===== src/rtl/intr_pend_pkg.sv =====
package intr_pend_pkg;
  localparam int NUM_KINDS = 7;
  localparam int CODE_W    = 3;
  localparam int VEC_W     = 64;
  localparam int IDX_W     = $clog2(VEC_W);
  localparam int LVL_W     = 4;

  typedef enum logic [CODE_W-1:0] {
    K_TLZ  = 3'd0,
    K_HTM  = 3'd1,
    K_IVEC = 3'd2,
    K_CMON = 3'd3,
    K_DMON = 3'd4,
    K_SOFT = 3'd5,
    K_RERR = 3'd6
  } intr_kind_e;
endpackage


===== src/rtl/intr_pend_bank.sv =====
module intr_pend_bank #(
  parameter int VEC_W   = 64,
  parameter int IDX_W   = $clog2(VEC_W),
  parameter int CODE_W  = 3,
  parameter int MY_CODE = 0
) (
  input  logic              clk,
  input  logic              rst_n,
  input  logic              post_en,
  input  logic [CODE_W-1:0] post_code,
  input  logic [IDX_W-1:0]  post_idx,
  input  logic              clr_en,
  input  logic [CODE_W-1:0] clr_code,
  input  logic [IDX_W-1:0]  clr_idx,
  input  logic              clr_all,
  output logic [VEC_W-1:0]  vec_q,
  output logic              stat_q
);
  logic             post_hit, clr_hit;
  logic [VEC_W-1:0] vec_d;
  logic             stat_d;

  assign post_hit = post_en && (post_code == CODE_W'(MY_CODE));
  assign clr_hit  = clr_en  && (clr_code  == CODE_W'(MY_CODE));

  always_comb begin
    vec_d = vec_q;
    if (clr_hit)  vec_d[clr_idx]  = 1'b0;
    if (post_hit) vec_d[post_idx] = 1'b1;
    if (clr_all)  vec_d = '0;
  end

  always_comb begin
    stat_d = stat_q;
    if (clr_all)                     stat_d = 1'b0;
    else if (post_hit)               stat_d = 1'b1;
    else if (clr_hit && vec_d == '0) stat_d = 1'b0;
  end

  always_ff @(posedge clk) begin
    if (!rst_n) begin
      vec_q  <= '0;
      stat_q <= 1'b0;
    end else begin
      vec_q  <= vec_d;
      stat_q <= stat_d;
    end
  end

  a_r2_post_sets: assert property (@(posedge clk) disable iff (!rst_n)
    (post_hit && !clr_all) |=> (vec_q[$past(post_idx)] && stat_q));

  a_r3_flag_tracks_vec: assert property (@(posedge clk) disable iff (!rst_n)
    stat_q == (vec_q != '0));

  a_r3_clear_one_bit: assert property (@(posedge clk) disable iff (!rst_n)
    (clr_hit && !post_hit && !clr_all) |=>
      (vec_q == ($past(vec_q) & ~(VEC_W'(1) << $past(clr_idx)))));

  a_r4_wipe: assert property (@(posedge clk) disable iff (!rst_n)
    clr_all |=> (vec_q == '0 && !stat_q));

  a_r5_post_wins: assert property (@(posedge clk) disable iff (!rst_n)
    (post_hit && clr_hit && post_idx == clr_idx && !clr_all) |=> vec_q[$past(post_idx)]);
endmodule


===== src/rtl/intr_soft_level.sv =====
module intr_soft_level #(
  parameter int VEC_W     = 64,
  parameter int LVL_W     = 4,
  parameter int ALIAS_LO  = 0,
  parameter int ALIAS_HI  = 16,
  parameter int ALIAS_LVL = 14,
  parameter int SCAN_TOP  = 15
) (
  input  logic [VEC_W-1:0] vec,
  output logic [LVL_W-1:0] level
);
  always_comb begin
    level = '0;
    for (int b = 1; b <= SCAN_TOP; b++) begin
      if (vec[b]) level = LVL_W'(b);
    end
    if (vec[ALIAS_LO] || vec[ALIAS_HI]) level = LVL_W'(ALIAS_LVL);
  end
endmodule


===== src/rtl/intr_pend_arb.sv =====
module intr_pend_arb
  import intr_pend_pkg::*;
#(
  parameter int N_KINDS = 7,
  parameter int VEC_W   = 64,
  parameter int LVL_W   = 4
) (
  input  logic               clk,
  input  logic               rst_n,
  input  logic [N_KINDS-1:0] stat,
  input  logic               hpriv,
  input  logic               ie,
  input  logic [VEC_W-1:0]   soft_vec,
  output logic               sel_valid,
  output logic [CODE_W-1:0]  sel_code,
  output logic [LVL_W-1:0]   soft_level
);
  logic [N_KINDS-1:0] mask, elig;
  logic [LVL_W-1:0]   enc_level;

  always_comb begin
    mask = '0;
    if (hpriv) begin
      if (ie) begin
        mask[K_HTM]  = 1'b1;
        mask[K_IVEC] = 1'b1;
      end
    end else begin
      mask[K_TLZ]  = 1'b1;
      mask[K_HTM]  = 1'b1;
      mask[K_IVEC] = 1'b1;
      if (ie) mask = '1;
    end
  end

  assign elig = stat & mask;

  always_comb begin
    sel_valid = 1'b0;
    sel_code  = '0;
    for (int k = N_KINDS - 1; k >= 0; k--) begin
      if (elig[k]) begin
        sel_valid = 1'b1;
        sel_code  = CODE_W'(k);
      end
    end
  end

  intr_soft_level #(.VEC_W(VEC_W), .LVL_W(LVL_W)) u_soft_level (
    .vec   (soft_vec),
    .level (enc_level)
  );

  assign soft_level = (sel_valid && sel_code == K_SOFT) ? enc_level : '0;

  a_r9_hpriv_masked: assert property (@(posedge clk) disable iff (!rst_n)
    (hpriv && !ie) |-> !sel_valid);

  a_r9_hpriv_pair: assert property (@(posedge clk) disable iff (!rst_n)
    (hpriv && sel_valid) |-> (sel_code == K_HTM || sel_code == K_IVEC));

  a_r8_winner_pending: assert property (@(posedge clk) disable iff (!rst_n)
    sel_valid |-> stat[sel_code]);

  a_r10_idle_zero: assert property (@(posedge clk) disable iff (!rst_n)
    !sel_valid |-> (sel_code == '0));

  a_r11_level_gated: assert property (@(posedge clk) disable iff (!rst_n)
    (soft_level != '0) |-> (sel_valid && sel_code == K_SOFT));
endmodule


===== src/rtl/intr_pend_ctrl.sv =====
module intr_pend_ctrl
  import intr_pend_pkg::*;
(
  input  logic              clk,
  input  logic              rst_n,
  input  logic              post_en,
  input  logic [CODE_W-1:0] post_code,
  input  logic [IDX_W-1:0]  post_idx,
  input  logic              clr_en,
  input  logic [CODE_W-1:0] clr_code,
  input  logic [IDX_W-1:0]  clr_idx,
  input  logic              clr_all,
  input  logic              hpriv,
  input  logic              ie,
  output logic              any_pend,
  output logic              sel_valid,
  output logic [CODE_W-1:0] sel_code,
  output logic [LVL_W-1:0]  soft_level,
  input  logic [CODE_W-1:0] rd_code,
  output logic [VEC_W-1:0]  rd_vec
);
  logic [VEC_W-1:0]     vec_arr [NUM_KINDS];
  logic [NUM_KINDS-1:0] stat;

  for (genvar g = 0; g < NUM_KINDS; g++) begin : g_bank
    intr_pend_bank #(
      .VEC_W(VEC_W), .IDX_W(IDX_W), .CODE_W(CODE_W), .MY_CODE(g)
    ) u_bank (
      .clk       (clk),
      .rst_n     (rst_n),
      .post_en   (post_en),
      .post_code (post_code),
      .post_idx  (post_idx),
      .clr_en    (clr_en),
      .clr_code  (clr_code),
      .clr_idx   (clr_idx),
      .clr_all   (clr_all),
      .vec_q     (vec_arr[g]),
      .stat_q    (stat[g])
    );
  end

  assign any_pend = |stat;

  always_comb begin
    rd_vec = '0;
    for (int k = 0; k < NUM_KINDS; k++) begin
      if (rd_code == CODE_W'(k)) rd_vec = vec_arr[k];
    end
  end

  intr_pend_arb #(.N_KINDS(NUM_KINDS), .VEC_W(VEC_W), .LVL_W(LVL_W)) u_arb (
    .clk        (clk),
    .rst_n      (rst_n),
    .stat       (stat),
    .hpriv      (hpriv),
    .ie         (ie),
    .soft_vec   (vec_arr[K_SOFT]),
    .sel_valid  (sel_valid),
    .sel_code   (sel_code),
    .soft_level (soft_level)
  );

  a_r12_idle_read_zero: assert property (@(posedge clk) disable iff (!rst_n)
    !any_pend |-> (rd_vec == '0));

  a_r7_pend_follows_valid: assert property (@(posedge clk) disable iff (!rst_n)
    sel_valid |-> any_pend);
endmodule


===== config.mk =====
export PLATFORM = sky130hd
export DESIGN_NAME = intr_pend_ctrl
export DESIGN_NICKNAME = d
export VERILOG_FILES = /design/src/rtl/intr_pend_pkg.sv /design/src/rtl/intr_pend_bank.sv /design/src/rtl/intr_soft_level.sv /design/src/rtl/intr_pend_arb.sv /design/src/rtl/intr_pend_ctrl.sv
export SDC_FILE = /design/constraint.sdc
export NUM_CORES = 1
export LEC_CHECK = 0
export ABC_AREA = 1
export BUFFER_PORTS_ARGS = -buffer_cell sky130_fd_sc_hd__buf_2
export CORE_ASPECT_RATIO = 1.75
export CORE_UTILIZATION = 46
export DETAILED_ROUTE_END_ITERATION = 10
export RECOVER_POWER = 25
export REMOVE_ABC_BUFFERS = 1
export SKIP_LAST_GASP = 1
export SLEW_MARGIN = 10
export SYNTH_ARGS = -nofsm -noshare
export SYNTH_HDL_FRONTEND = slang
export SYNTH_HIERARCHICAL = 1
export SYNTH_SLANG_ARGS = --single-unit

===== constraint.sdc =====
create_clock -name clk -period 2.2 [get_ports clk]
set_input_delay 0.33 -clock clk [delete_from_list [all_inputs] [get_ports clk]]
set_output_delay 0.33 -clock clk [all_outputs]
set_load 0.01 [all_outputs]

==> results of run 1 <==
-- cells by family after synthesis --
group / after synthesis / synth area share
AND/OR/NAND/NOR: 3130 / 0.490
AO/OA/AOI/OAI: 519 / 0.0988
flip-flops: 455 / 0.328
buffers and inverters: 564 / 0.0830
-- timing repair --
action / CTS / global route
setup endpoints to repair: 38 / 46
pin swaps: 7 / 22
resized for setup: 78 / 90
buffers inserted: 1 / 7
cloned: 0 / 1
-- Yosys cell counts --
cell,count,area share
nor4_1,2,0.00045
nor3_1,26,0.0047
inv_1,367,0.050
buf_2,93,0.017
buf_4,15,0.0041
dfxtp_1,455,0.33
a21oi_1,378,0.068
nand4_1,195,0.044
nor3_2,27,0.0097
buf_1,6,0.00081
nor3_4,11,0.0064
a21oi_2,1,0.00032
bufinv_8,1,0.00063
nand2_1,1532,0.21
nor2_2,54,0.012
a21boi_1,1,0.00027
a22oi_1,35,0.0095
o21ai_2,3,0.00095
a21boi_0,6,0.0016
nor2_1,662,0.090
nand3_1,596,0.11
nor2_4,10,0.0041
nand4_2,2,0.00090
and2_1,5,0.0011
inv_2,21,0.0028
o21ai_1,28,0.0051
nand3_2,1,0.00036
o21ai_0,65,0.012
nand2_2,5,0.0011
a21oi_4,2,0.0012
clkbuf_1,61,0.0083
and2_0,2,0.00045
-- sequential cells by signal, indices dropped and copies added, names as in the netlist --
register and cells:
g_bank.u_bank/stat_q 7, g_bank.u_bank/vec_q 448
-- routing by layer --
metal  track usage  vias to the layer above  wire length, µm
li1              -                    17624                -
met1         0.498                    17610            49600
met2         0.855                     2502            74500
met3         0.151                     1137            15000
met4         0.659                        2            25800
met5             0                        -               19
-- power by group through the flow --
| stage | registers [W] | logic (W) | clock network [W] |
|---|---|---|---|
| 3_5_place_dp | 0.00843 | 0.00243 | 0 |
| 6_report | 0.00824 | 0.00260 | 0.00879 |
| 2_1_floorplan | 0.00843 | 0.000763 | 0 |
| 3_3_place_gp | 0.00843 | 0.00242 | 0 |
| 4_1_cts | 0.00824 | 0.00244 | 0.00877 |
| 5_1_grt | 0.00823 | 0.00266 | 0.00919 |
-- per-stage QoR --
step / util / area (µm²)
final: 0.686 / 40700
after global routing: 0.686 / 40700
after CTS: 0.683 / 40500
after detailed placement: 0.653 / 38700
after global placement: 0.653 / 38700
after floorplan: - / 26900
-- critical path, cell delays in order --
cell	delay [ns]
clkbuf_1	0.47
nand4_1	0.30
clkbuf_1	0.26
nor2_1	0.15
buf_4	0.21
nand2_1	0.07
nand2_1	0.08
nand2_1	0.05
nor2_1	0.08
nand2_1	0.07
nor2_1	0.09
nand2_1	0.31
nor2_1	0.20
nand3_1	0.11
nand2_1	0.08
a21oi_1	0.06
-- path summary, 6_finish.rpt --
path	from	endpoint	slack (ns)	depth (start not counted)
max	clr_en	g_bank[6].u_bank/stat_q$_SDFFE_PP0P_	-0.23	16
max reg2reg	g_bank[6].u_bank/vec_q[0]$_SDFF_PN0_	g_bank[6].u_bank/stat_q$_SDFFE_PP0P_	0.41	10
min	rst_n	g_bank[0].u_bank/vec_q[19]$_SDFF_PN0_	0.29	3
min reg2reg	g_bank[5].u_bank/vec_q[28]$_SDFF_PN0_	g_bank[5].u_bank/vec_q[28]$_SDFF_PN0_	0.48	2
-- cell type report --
cell class                      count  area [µm²]  share of cell area
Clock buffer                       68        1370              0.0336
Clock inverter                     18         239             0.00587
Inverter                          389        1500              0.0368
Multi-Input combinational cell   3649       16600               0.409
Sequential cell                   455        9180               0.225
Tap cell                          780         976              0.0240
Timing Repair Buffer             1309       10800               0.266
==> out/metrics.cfg, run 1 <==
[floorplan]
start_util=0.467
num_rows=118
die_w_um=188
coreArea_um2=59400
pin_count=101
die_y_um=327
dieArea_um2=61300

[finish]
final_cell_mix=1,519 x nand2_1, 1,044 x buf_4, 619 x nor2_1, 580 x nand3_1, 417 x dfxtp_1
final_cells=6668
n_antenna_cell=0
area_growth_pct=46.7
drive_gt1_frac=0.274
final_common_cell=nand2_1
nNetsFinal=5879
fillers=5507

[global_routing]
grt.total_usage=0.532
grt_max_degree=75
grt_pass1_wl_mm=240
gr-total-overflow=0
grt_pass1_vias=37154
antenna_found_initial=1

[route]
wire_per_inst_um=24.7
drc=0
ant_nets=0
drtIter0Drc=4330
wl_mm=165
vias=38875
avgViaCountPerCell=5.83
firstDrtPassIters=6

[sta]
whs_ns=0.286
clock_skew_ns=0.0350
setup_violations=24
rsz0062_at_grt=yes
setup_slack_ns=-0.234
setup_tns_ns=-1.98
period_share=1.11
max_freq_mhz=411
period_minus_slack_ns=2.43
finalHoldViolations=0
slew_viol_final=0
maxSlewHeadroom=0.245
worst_pin_slew_ns=1.12

[placed_design]
place_congestion=1.17
dp_slack_ns=-0.636
port_buffers=100
hpwl_mm=130
dp.cells=6573

[job]
maxCapViolations=0

[outcome]
violations=setup timing
outcome=finished, violations left

[clock_tree]
cts_root_buf=clkbuf_16
cts_sinks=455
cts_tree=built
clock_path_buffers=3
cts_buffers=47
clk_latency_ns=0.66
cts.clk_slew.worst_paths_ns=0.06
htreeDepth=2
hold_buffers=0

[pwr]
leakage_nw=19.3
p_sw_frac=0.285
finalPower_w=0.0196
clock_power_share=0.448
p_int_w=0.0140
ir_worst_vdd_mv=0.610
p_switching_w=0.00558
p_per_area_nw_per_um2=482
p_seq_frac=0.420
combinationalPowerShare=0.132

[synthesis]
synth_seq_area_share=0.328
synth_area_um2=27700
ys_ff_latch=455
synth.yosys.warnings=6
syn_avg_cell_area_um2=5.94
synth_cell_types=32
synthCells=4668

[hold_path]
hold_class=in2reg

[worst_setup_path]
startpoint_type=input port
critPathMaxFanout=8
crit_type=in2reg
cp.arrival_ns=2.93
cp.required_ns=2.70
critical_path.endpoint_type=register

Note: power is estimated with default switching activity, not from simulation.
==> run 2: changes to the inputs <==
==> constraint.sdc (replaced) <==
create_clock -name clk -period 2.9 [get_ports clk]
set_input_delay 0.435 -clock clk [delete_from_list [all_inputs] [get_ports clk]]
set_output_delay 0.435 -clock clk [all_outputs]
set_load 0.01 [all_outputs]
==> run 2 against run 1 <==
  * The flow now stops in global routing (5_1_grt)
  * Synthesized cell count is the same
  * Area after synthesis is the same
==> out/metrics.cfg, run 2 <==
[synthesis]
synth_seq_area_share=0.328  ; unchanged
ys_ff_latch=455  ; unchanged
synth_top_flop_cell=dfxtp_1
synth_edf_count=0  ; unchanged
synth_most_common_cell=nand2_1
synthCells=4668  ; unchanged
synth_top_cell_area_share=0.328  ; unchanged
synthArstFlopShare=0  ; unchanged
yosys-top-cells-area=dfxtp_1 33%, nand2_1 21%, nand3_1 11%
synth.yosys.warnings=6  ; unchanged
synth_area_um2=27700  ; unchanged
synth_top_area_cell=dfxtp_1
synthTopCellsByCount=1,532 x nand2_1, 662 x nor2_1, 596 x nand3_1
syn_avg_cell_area_um2=5.94  ; unchanged
synth_cell_types=32  ; unchanged

[clock_tree]
htreeDepth=2  ; unchanged
cts_buffers=47  ; unchanged
cts_root_buf=clkbuf_16
post_cts_resized=0  ; -100%
clock_path_buffers=3  ; unchanged
cts_sinks=455  ; unchanged
cts_setup_buffers=0  ; -1
hold_buffers=0  ; unchanged

[placed_design]
hpwl_mm=122  ; -5.6%
placed_area_um2=32900  ; -15%
place_congestion=1.16  ; -1.2%
dp.cells=5867  ; -11%
dp_slack_ns=-0.0918  ; +0.544 ns
port_buffers=100  ; unchanged

[outcome]
haltStage=global routing (5_1_grt)
outcome=aborted with a tool error
error_line=[ERROR GRT-0116] Global routing finished with congestion. Check the congestion regions in the DRC Viewer.

[floorplan]
start_util=0.467  ; unchanged
pin_count=101  ; unchanged
die_y_um=327  ; unchanged
num_rows=118  ; unchanged
die_w_um=188  ; unchanged

[global_routing]
grt.total_usage=0.521
grt_max_degree=117
gr-total-overflow=4
grt_pass1_wl_mm=234
grt_pass1_vias=34843

## run 2: per-stage QoR
| step | setup TNS, ns | util |
|---|---|---|
| after floorplan | -82.99 | - |
| after global placement | -0.147 | 0.554 |
| after detailed placement | -0.137 | 0.554 |
| after CTS | 0 | 0.582 |
## run 2: layer usage
metal  overflow  GRT usage
met3          0      0.148
met2          1      0.833
met4          3      0.581
met1          0      0.516
met5          0          0
## run 2: cell families after synthesis
group,synth area share
and+or+nand+nor,0.490
buffers and inverters,0.0830
AOI/OAI and AO/OA,0.0988
DFF,0.328
==> run 3: changes to the inputs <==
--- a/config.mk
+++ b/config.mk
@@ -7,9 +7,9 @@
 export LEC_CHECK = 0
 export ABC_AREA = 1
 export BUFFER_PORTS_ARGS = -buffer_cell sky130_fd_sc_hd__buf_2
-export CORE_ASPECT_RATIO = 1.75
-export CORE_UTILIZATION = 46
+export CORE_UTILIZATION = 31
 export DETAILED_ROUTE_END_ITERATION = 10
+export PLACE_DENSITY_LB_ADDON = 0.15
 export RECOVER_POWER = 25
 export REMOVE_ABC_BUFFERS = 1
 export SKIP_LAST_GASP = 1
==> run 3 against run 2 <==
  * The flow now finishes, with violations (DRC)
==> out/metrics.cfg, run 3 (synthesis gave the netlist of run 1 again) <==
[hold_path]
hold_class=in2reg

[clock_tree]
cts_tree=built
clk_latency_ns=0.64
htreeDepth=2  ; unchanged
cts_sinks=455  ; unchanged
cts_setup_buffers=0  ; unchanged
cts_buffers=57  ; +21%
hold_buffers=0  ; unchanged
cts_root_buf=clkbuf_16
cts.clk_slew.worst_paths_ns=0.06
clock_path_buffers=3  ; unchanged

[sta]
slew_viol_final=0
rsz0062_at_grt=yes
max_freq_mhz=346
finalHoldViolations=0
whs_ns=0.376
period_minus_slack_ns=2.89
clock_skew_ns=0.0186
maxSlewHeadroom=0.277
worst_pin_slew_ns=1.08
period_share=0.997
setup_tns_ns=0
setup_violations=0

[floorplan]
die_y_um=301  ; -7.9%
num_rows=109  ; -7.6%
dieArea_um2=90700
pin_count=101  ; unchanged
coreArea_um2=88500
start_util=0.313  ; -0.154
die_w_um=301  ; +60%

[finish]
top_regs=g_bank.u_bank/vec_q x448, g_bank.u_bank/stat_q x7
top_register=g_bank.u_bank/vec_q
area_growth_pct=21.5
n_antenna_cell=0
final_cell_mix=1,525 x nand2_1, 656 x nor2_1, 596 x nand3_1, 455 x dfxtp_1, 378 x a21oi_1
drive_gt1_frac=0.124
final_common_cell=nand2_1
final_cells=6170
fin_util=0.381
largest_reg_flops=448
nNetsFinal=4993

[placed_design]
hpwl_mm=124  ; +0.98%
dp.cells=6071  ; +3.5%
port_buffers=100  ; unchanged
place_congestion=1.05  ; -8.8%

[outcome]
outcome=finished, violations left
violations=DRC

[worst_setup_path]
startpoint_type=input port
cp.arrival_ns=2.46
crit_type=in2out
cp.required_ns=2.47
critPathMaxFanout=24
critical_path.endpoint_type=output pin

[global_routing]
grt_max_degree=66
antenna_found_initial=2
grt_pass1_vias=30916
grt.total_usage=0.336
grt_pass1_wl_mm=220
gr-total-overflow=0

[route]
ant_nets=0
wire_per_inst_um=25.3
vias=33941
avgViaCountPerCell=5.50
wl_mm=156
drc=3
drtIter0Drc=4408
firstDrtPassIters=9

[pwr]
ir_worst_vdd_mv=0.543
p_seq_frac=0.412
leakage_nw=15.0
p_switching_w=0.00421
combinationalPowerShare=0.096
p_int_w=0.0110
p_sw_frac=0.277
p_per_area_nw_per_um2=451
finalPower_w=0.0152
clock_power_share=0.492

[job]
maxCapViolations=0

-- run 3: power groups by stage --
stage          Clock, W  Combinational [W]  Sequential (W)
2_1_floorplan         0           0.000579         0.00639
4_1_cts         0.00756            0.00142         0.00626
5_1_grt         0.00780            0.00152         0.00626
3_5_place_dp          0            0.00142         0.00640
6_report        0.00749            0.00146         0.00626
3_3_place_gp          0            0.00143         0.00640
-- run 3: what timing repair did --
action / CTS / global route
pin swaps: 0 / 4
setup endpoints to repair: 5 / 9
endpoints found under the hold margin: 0 / 0
gates resized for setup: 5 / 5
-- run 3: final timing paths --
check / start / endpoint / slack (ns) / cells after the start
setup / recovery: rd_code[1] / rd_vec[15] / 0.008 / 9
hold / removal: post_idx[2] / g_bank[2].u_bank/vec_q[24]$_SDFF_PN0_ / 0.38 / 4
setup reg to reg: g_bank[0].u_bank/vec_q[18]$_SDFF_PN0_ / g_bank[0].u_bank/stat_q$_SDFFE_PP0P_ / 1.31 / 10
hold reg to reg: g_bank[3].u_bank/vec_q[28]$_SDFF_PN0_ / g_bank[3].u_bank/vec_q[28]$_SDFF_PN0_ / 0.49 / 2
-- run 3: metrics by stage --
| step | setup WS, ns | cell area (µm²) |
|---|---|---|
| finish | 0.00811 | 33700 |
| global route | -0.0313 | 33700 |
| CTS | 0.0248 | 33800 |
| detailed placement | -0.0274 | 31900 |
| global placement | -0.0687 | 31900 |
| floorplan | -1.30 | 26900 |
-- run 3: critical path, stage by stage --
cell     delay (ns)
buf_2          0.15
nor2_4         0.58
nand3_1        0.40
nand3_1        0.21
buf_4          0.19
nor2_1         0.06
buf_4          0.15
nand4_1        0.12
buf_2          0.16
-- run 3: area by class of cell --
type | instances | area (µm²)
timing repair buffer | 413 | 3390
clock inverter | 19 | 241
multi-input combinational | 3649 | 16400
clock buffer | 80 | 1650
inverter | 389 | 1480
sequential | 455 | 9110
tap | 1165 | 1460
fill | 9925 | 54800
-- run 3: per-layer routing --
metal | global-route usage | share of wire | vias to the layer above
li1 | - | - | 15851
met1 | 0.460 | 0.43 | 15932
met2 | 0.497 | 0.42 | 1842
met3 | 0.0728 | 0.10 | 314
met4 | 0.163 | 0.055 | 2
met5 | 0 | 0.000058 | -
